$ cat src/rtl/rxr_pkg.sv
package rxr_pkg;
  localparam int unsigned ENTRY_W = 64;

  typedef struct packed {
    logic               sop;
    logic               eop;
    logic [ENTRY_W-1:0] data;
  } rxr_entry_t;
endpackage

$ cat src/rtl/rxr_store.sv
module rxr_store
  import rxr_pkg::*;
#(
  parameter int unsigned DEPTH = 32,
  localparam int unsigned AW = $clog2(DEPTH),
  localparam int unsigned PW = AW + 1
) (
  input  logic       clk,
  input  logic       rst_n,
  input  logic       push,
  input  rxr_entry_t push_ent,
  input  logic       pop,
  output rxr_entry_t head_ent,
  output logic [PW-1:0] wr_ptr,
  output logic [PW-1:0] rd_ptr,
  output logic [PW-1:0] used,
  output logic          full
);
  rxr_entry_t mem [DEPTH];

  assign used     = wr_ptr - rd_ptr;
  assign full     = (used == PW'(DEPTH));
  assign head_ent = mem[rd_ptr[AW-1:0]];

  always_ff @(posedge clk) begin
    if (push && !full) mem[wr_ptr[AW-1:0]] <= push_ent;
  end

  always_ff @(posedge clk) begin
    if (!rst_n) begin
      wr_ptr <= '0;
      rd_ptr <= '0;
    end else begin
      if (push && !full) wr_ptr <= wr_ptr + 1'b1;
      if (pop)           rd_ptr <= rd_ptr + 1'b1;
    end
  end

  // occupancy never exceeds the storage
  assert_no_overflow_R8: assert property (@(posedge clk) disable iff (!rst_n)
    used <= PW'(DEPTH));

  // a full buffer refuses the write
  assert_full_drop_R8: assert property (@(posedge clk) disable iff (!rst_n)
    (full && push) |=> (wr_ptr == $past(wr_ptr)));
endmodule

$ cat src/rtl/rxr_gate.sv
module rxr_gate #(
  parameter int unsigned DEPTH = 32,
  parameter int unsigned THR_W = 6,
  localparam int unsigned AW = $clog2(DEPTH),
  localparam int unsigned PW = AW + 1
) (
  input  logic             clk,
  input  logic             rst_n,
  input  logic             accept,
  input  logic             sop,
  input  logic             eop,
  input  logic [THR_W-1:0] rel_thr,
  input  logic [PW-1:0]    wr_ptr,
  input  logic [PW-1:0]    rd_ptr,
  output logic [PW-1:0]    vis_ptr
);
  localparam logic [THR_W-1:0] CNT_MAX = '1;

  logic             in_pkt;
  logic             released;
  logic [THR_W-1:0] pkt_cnt;
  logic             opening;
  logic [THR_W-1:0] cnt_nx;
  logic             let_go;

  assign opening = sop || !in_pkt;

  always_comb begin
    if (opening)                cnt_nx = THR_W'(1);
    else if (pkt_cnt == CNT_MAX) cnt_nx = pkt_cnt;
    else                        cnt_nx = pkt_cnt + 1'b1;
  end

  assign let_go = (!opening && released) || (cnt_nx >= rel_thr) || eop;

  always_ff @(posedge clk) begin
    if (!rst_n) begin
      in_pkt   <= 1'b0;
      released <= 1'b0;
      pkt_cnt  <= '0;
      vis_ptr  <= '0;
    end else if (accept) begin
      in_pkt   <= !eop;
      released <= let_go && !eop;
      pkt_cnt  <= cnt_nx;
      if (let_go) vis_ptr <= wr_ptr + 1'b1;
    end
  end

  // visible region lies inside the stored region
  assert_vis_bound_R2: assert property (@(posedge clk) disable iff (!rst_n)
    (vis_ptr - rd_ptr) <= (wr_ptr - rd_ptr));

  // an accepted end mark exposes everything written
  assert_eop_release_R3: assert property (@(posedge clk) disable iff (!rst_n)
    (accept && eop) |=> (vis_ptr == wr_ptr));
endmodule

$ cat src/rtl/rxr_level.sv
module rxr_level #(
  parameter int unsigned DEPTH = 32,
  parameter int unsigned THR_W = 6,
  localparam int unsigned AW = $clog2(DEPTH),
  localparam int unsigned PW = AW + 1,
  localparam int unsigned CW = (PW > THR_W) ? PW : THR_W
) (
  input  logic             clk,
  input  logic             rst_n,
  input  logic [PW-1:0]    used,
  input  logic [PW-1:0]    ready_cnt,
  input  logic [THR_W-1:0] rd_thr,
  input  logic [THR_W-1:0] fc_thr,
  input  logic             drop,
  input  logic             clr,
  output logic             avail,
  output logic             fc_req,
  output logic             ovf
);
  logic [CW-1:0] free_w;
  logic [CW-1:0] rdy_w;

  assign free_w = CW'(DEPTH) - CW'(used);
  assign rdy_w  = CW'(ready_cnt);
  assign avail  = (rdy_w != '0) && (rdy_w >= CW'(rd_thr));
  assign fc_req = free_w < CW'(fc_thr);

  always_ff @(posedge clk) begin
    if (!rst_n)    ovf <= 1'b0;
    else if (drop) ovf <= 1'b1;
    else if (clr)  ovf <= 1'b0;
  end

  assert_drop_sets_R8: assert property (@(posedge clk) disable iff (!rst_n)
    drop |=> ovf);

  assert_ovf_sticky_R8: assert property (@(posedge clk) disable iff (!rst_n)
    (ovf && !clr) |=> ovf);
endmodule

$ cat src/rtl/rx_release_fifo.sv
module rx_release_fifo
  import rxr_pkg::*;
#(
  parameter int unsigned DEPTH = 32,
  parameter int unsigned THR_W = 6,
  localparam int unsigned AW = $clog2(DEPTH),
  localparam int unsigned PW = AW + 1
) (
  input  logic               clk,
  input  logic               rst_n,
  input  logic               wr_valid,
  input  logic [ENTRY_W-1:0] wr_data,
  input  logic               wr_sop,
  input  logic               wr_eop,
  output logic               rd_valid,
  input  logic               rd_ready,
  output logic [ENTRY_W-1:0] rd_data,
  output logic               rd_sop,
  output logic               rd_eop,
  output logic               data_avail,
  output logic               fc_req,
  output logic               ovf,
  input  logic               ovf_clr,
  input  logic [THR_W-1:0]   cfg_rd_thr,
  input  logic [THR_W-1:0]   cfg_rel_thr,
  input  logic [THR_W-1:0]   cfg_fc_thr
);
  rxr_entry_t   in_ent;
  rxr_entry_t   head;
  logic [PW-1:0] wr_ptr;
  logic [PW-1:0] rd_ptr;
  logic [PW-1:0] used;
  logic [PW-1:0] vis_ptr;
  logic [PW-1:0] ready_cnt;
  logic          full;
  logic          accept;
  logic          pop;

  assign in_ent    = '{sop: wr_sop, eop: wr_eop, data: wr_data};
  assign accept    = wr_valid && !full;
  assign ready_cnt = vis_ptr - rd_ptr;
  assign rd_valid  = (ready_cnt != '0);
  assign pop       = rd_valid && rd_ready;
  assign rd_data   = head.data;
  assign rd_sop    = head.sop;
  assign rd_eop    = head.eop;

  rxr_store #(.DEPTH(DEPTH)) u_store (
    .clk(clk), .rst_n(rst_n),
    .push(wr_valid), .push_ent(in_ent),
    .pop(pop), .head_ent(head),
    .wr_ptr(wr_ptr), .rd_ptr(rd_ptr), .used(used), .full(full)
  );

  rxr_gate #(.DEPTH(DEPTH), .THR_W(THR_W)) u_gate (
    .clk(clk), .rst_n(rst_n),
    .accept(accept), .sop(wr_sop), .eop(wr_eop),
    .rel_thr(cfg_rel_thr), .wr_ptr(wr_ptr), .rd_ptr(rd_ptr),
    .vis_ptr(vis_ptr)
  );

  rxr_level #(.DEPTH(DEPTH), .THR_W(THR_W)) u_level (
    .clk(clk), .rst_n(rst_n),
    .used(used), .ready_cnt(ready_cnt),
    .rd_thr(cfg_rd_thr), .fc_thr(cfg_fc_thr),
    .drop(wr_valid && full), .clr(ovf_clr),
    .avail(data_avail), .fc_req(fc_req), .ovf(ovf)
  );

  // a stalled read holds its entry
  assert_stall_hold_R5: assert property (@(posedge clk) disable iff (!rst_n)
    (rd_valid && !rd_ready) |=> (rd_valid && $stable(rd_data)));
endmodule

$ cat config.mk
export PLATFORM = sky130hd
export DESIGN_NAME = rx_release_fifo
export DESIGN_NICKNAME = d
export VERILOG_FILES = /design/src/rtl/rxr_pkg.sv /design/src/rtl/rxr_store.sv /design/src/rtl/rxr_gate.sv /design/src/rtl/rxr_level.sv /design/src/rtl/rx_release_fifo.sv
export SDC_FILE = /design/constraint.sdc
export NUM_CORES = 2
export LEC_CHECK = 0
export BUFFER_PORTS_ARGS = -buffer_cell sky130_fd_sc_hd__buf_4
export CAP_MARGIN = 20
export CORE_MARGIN = 2
export CORE_UTILIZATION = 62
export CTS_CLUSTER_DIAMETER = 50
export DETAILED_ROUTE_END_ITERATION = 12
export MAX_ROUTING_LAYER = met4
export PLACE_DENSITY = 0.79
export SLEW_MARGIN = 20
export SYNTH_ARGS = -nofsm -noshare
export SYNTH_HDL_FRONTEND = slang
export SYNTH_SLANG_ARGS = --single-unit
$ cat constraint.sdc
create_clock -name clk -period 5.8 [get_ports clk]
set_clock_uncertainty 0.05 [all_clocks]
set_input_delay 0.29 -clock clk [delete_from_list [all_inputs] [get_ports clk]]
set_output_delay 0.29 -clock clk [all_outputs]
set_load 0.1 [all_outputs]
# Yosys cells after proc, flatten, opt, wreduce, memory -nomap -nowiden
# Memory sizes are Yosys's and may differ from the RTL's. A register that Yosys moved wholly into a read port is not among the register bits.
# Cells that the tools add are included.
[op_classes]
n_addsub = 6
magnitude_cmp = 3
eq_ne = 2
n_mux = 8
n_reduce_logical = 16
[ops]
columns = ["op", "count"]
rows = [
  ["6-bit by 1-bit adder with 6-bit output (second input constant)", 3],
  ["6-bit == test (second input constant)", 2],
  ["6-bit >= comparator", 2],
  ["6-bit two-way mux", 2],
  ["6-bit subtractor", 2],
  ["5-bit two-way mux", 2],
  ["1-bit logical AND", 6],
  ["6-bit < comparator", 1],
  ["6-bit nonzero test", 1],
  ["6-bit subtractor (first input constant)", 1],
  ["1-bit logical NOT", 4],
  ["1-bit two-way mux", 4],
  ["1-bit logical OR", 3],
  ["2-bit AND reduction", 1],
  ["2-bit nonzero test", 1],
]
[totals]
register_bits = 27
ramBits = 2112
n_memories = 1
[mem_list]
columns = ["memory", "depth", "word_bits", "read_ports", "rd_ports_with_merged_regs", "wr", "line", "text"]
rows = [
  ["u_store.mem", 32, 66, 1, 1, 1, "rxr_store.sv:19", "rxr_entry_t mem [DEPTH];"],
]

# Depth between registers and ports, before layout
[depth]
depth_word = 7
ltp_mapped = 13

# Hierarchy
# From an unflattened synthesis, not the netlist that was laid out.
[hier_totals]
hier_cells = 3393
area_unflattened_um2 = 82656.8
[modules_own_cells]
columns = ["mod", "instances", "cells_each", "area_per_inst_um2"]
rows = [
  ["rxr_store", 1, 3186, 80996.4],
  ["rxr_gate", 1, 110, 965.9],
  ["rxr_level", 1, 54, 396.6],
  ["rx_release_fifo", 1, 43, 297.8],
]

# Worst setup path after synthesis
# OpenSTA, ideal clock, no wires.
[synth_path]
path_type = "register to register"
start = "register u_store.wr_ptr[0]"
end = "memory u_store.mem[31][0] in the netlist's numbering (enable)"
arrival_ps = 4846
setup_slack_ps = 414
stages_incl_launch_ff = 12
path_buffers = 0
synth_period_minus_slack_ps = 5386
cell_sequence = "dfxtp_1 -> inv_1 -> ha_1 -> inv_1 -> fa_1 -> inv_1 -> ha_1 -> nand3b_1 -> mux2i_1 -> o211ai_2 -> nand3_1 -> nor2_1"
[synth_between]
elab_chain_cells = 6
[synth_lines]
columns = ["item", "line", "text"]
rows = [
  ["from (decl)", "rxr_store.sv:14", "output logic [PW-1:0] wr_ptr,"],
  ["from (signal assigned)", "rxr_store.sv:34", "if (push && !full) wr_ptr <= wr_ptr + 1'b1;"],
  ["6-bit subtractor", "rxr_store.sv:21", "assign used = wr_ptr - rd_ptr;"],
  ["6-bit == test", "rxr_store.sv:22", "assign full = (used == PW'(DEPTH));"],
  ["1-bit logical NOT", "rxr_store.sv:26", "if (push && !full) mem[wr_ptr[AW-1:0]] <= push_ent;"],
  ["1-bit logical AND", "rxr_store.sv:26", ""],
  ["1-bit two-way mux", "rxr_store.sv:26", ""],
  ["1-bit two-way mux (implied by the code)", "rxr_store.sv:26", ""],
  ["to (decl)", "rxr_store.sv:19", ""],
]
# Several ways; a longest one is shown, not always the timed one.

==> flow_summary.yaml <==
setup_path:
  cpPeakStageDelay_ns: 0.95
  path_buf_inv: 2
  cp_data_arrival_time_ns: 4.20
  crit_chain: "buf_4 > mux4_2 > mux4_2 > mux2_2 > buf_4"
  required_ns: 5.46
  cpMaxStageDelayCell: "dfxtp_4"
  critPathKind: "flip-flop to output pin"
  worstPathMaxFanout: 34
  cp_top_family: "multiplexers"
  startpoint_type: "flip-flop"
  critPathCaptureType: "output pin"
min_path:
  hold_class: "primary input to flip-flop"
sta:
  setup_violations: 0
  worst_pin_slew_ns: 1.10
  slew_violations: 0
  timing.setup.tns_ns: 0
  final.setup.worst_slack_ns: 1.26
  finalHoldViolations: 0
  rsz0062_at_grt: "false"
  fmax_mhz: 220
  period_needed_ns: 4.54
  relSlewSlack: 0.263
  period_share: 0.782
outcome:
  status: "finished clean"
route:
  vias_per_cell: 7.25
  ant_nets: 0
  drcViolationCount: 0
  routed-via-count: 40684
  dr.pass1.iters: 6
  finalWirelength_um: 218000
  drtIter0Drc: 6921
  wl_per_cell_um: 38.8
final_layout:
  drive_above_1_share: 0.338
  fin_nets: 3824
  final_core_util: 0.710
  synthToLayoutAreaGrowth_pct: 13.5
  final_cell_area_um2: 93500
synth:
  synth_most_common_cell: "edfxtp_1"
  ys_seq_area_frac: 0.778
  synth_commonest_cells: "edfxtp_1, mux4_2, clkbuf_1, mux2_2, buf_2"
  synth_flop_cell: "edfxtp_1"
  synth_area_leaders: "edfxtp_1, mux4_2, mux2_2"
  yosys.area.top_type_share: 0.770
  yosysUniqueCellTypes: 55
  synth_area_um2: 82400
  syn-num-nets: 3456
  synthArstFlopShare: 0
  yosys_warnings: 0
  syn_inst: 3331
  synth_top_cell_by_area: "edfxtp_1"
  synth_edf_count: 2112
  avgSynthCellArea_um2: 24.7
  ys_ff_latch: 2144
grt:
  grt_usage: 0.338
  grt_first_pass_wirelength_um: 311000
  grt_max_degree: 94
  first_global_vias: 41542
  grt-ovfl-total: 0
  antenna_found_initial: 4
power:
  vdd_drop_max_uv: 541
  total_power_w: 0.0420
  p_per_area_nw_per_um2: 450
  leakage_nw: 28.7
floorplan:
  rows: 133
  initial_utilization: 0.626
  die_x_um: 369
  die_area_um2: 136000
  die_h_um: 369
  io_pins: 159
  core-area_um2: 132000
place:
  pre_cts_slack_ns: 1.43
  gp_congestion: 0.790
  post_dp_cell_area_um2: 86400
  dp_hpwl_um: 102000
  port_buffers: 158
clock_tree:
  post_cts_resize_count: 0
  root_buffer: "clkbuf_16"
  clockBufferDepth: 3
  cts_tree: "yes"
  cts_sinks: 2144
  cts_buffers: 204
  clk_pin_slew_ns: 0.06
  clk-insertion-delay-late_ns: 0.85
  cts_setup_buffers: 0
  hold_buffers: 72
  htreeDepth: 4
job:
  cap_violations: 0
## cell type report
type                    count  area, um2
repair buffers            325       3010
well taps                1755       2200
fillers                  6869      38100
diodes                      5       12.5
inverters                  30        115
clock inverters           110       1110
flip-flops and latches   2144      64100
multi-input cells         994      17700
clock buffers             251       5280
## path summary, 6_finish.rpt
check | from | end | slack [ns] | depth (start not counted)
setup / recovery | flip-flop | rd_data[36] | 1.26 | 5
hold / removal | cfg_rel_thr[5] | u_gate.released$_SDFFE_PN0P_ | 0.18 | 7
setup reg to reg | u_store.wr_ptr[0]$_SDFFE_PN0P_ | u_store.mem[14][5]$_DFFE_PP_ | 1.27 | 12
hold reg to reg | u_gate.released$_SDFFE_PN0P_ | u_gate.released$_SDFFE_PN0P_ | 0.41 | 2
## power breakdown
group	internal, W	leakage [nW]	switching (W)
logic	0.00456	6.32	0.00680
clock network	0.00713	3.11	0.00594
registers	0.0174	19.3	0.000263
## routing by layer
layer	GRT usage	routed length (um)	up-vias
met4	0.112	7790	0
met1	0.452	75400	21563
li1	-	-	15140
met2	0.541	111000	3494
met3	0.0584	23100	487
met5	-	0	-
## per-stage QoR
step,instances,hold WS [ns]
floorplan,3331,0.339
global placement,5176,0.401
detailed placement,5176,0.397
CTS,5609,0.156
global route,5612,0.212
finish,5614,0.182
## worst reg2reg max path: stages (launching register included)
cell	delay [ns]
dfxtp_1	0.36
inv_1	0.18
ha_1	0.20
inv_1	0.06
fa_1	0.48
inv_1	0.05
ha_1	0.23
nand3b_1	0.10
mux2i_1	0.14
o211ai_2	0.21
nand3_1	0.75
nor2_4	1.00
buf_12	0.35
## flip-flops by register name, indices dropped and copies added (netlist names), named ones only
signal and cells:
u_gate.vis_ptr 6, u_gate.in_pkt 1, u_store.mem 2112, u_gate.pkt_cnt 6, u_gate.released 1, u_store.rd_ptr 6, u_store.wr_ptr 6, u_level.ovf 1
## cells in the final DEF (no fill, tap or decap), types with 34 or more instances in the layout
| master | count |
|---|---|
| clkbuf_1 | 47 |
| nand2_1 | 35 |
| dlygate4sd3_1 | 72 |
| mux4_2 | 660 |
| clkbuf_16 | 204 |
| buf_4 | 222 |
| edfxtp_1 | 2112 |
| clkinv_1 | 37 |
| ha_1 | 34 |
| mux2_2 | 66 |
## kinds of logic (layout without fill, tap and decap cells)
kind of cell,Yosys count,after routing,synth area share
flip-flops,2144,2144,0.778
XOR/XNOR,20,20,0.00213
adder cells (fa/ha/maj),36,36,0.00565
other,0,5,0
AO/OA/AOI/OAI,54,54,0.00447
multiplexers,749,749,0.192
buffers and inverters,193,716,0.0102
AND/OR/NAND/NOR,135,135,0.00776
No activity file was read; power rests on OpenSTA's default activity.
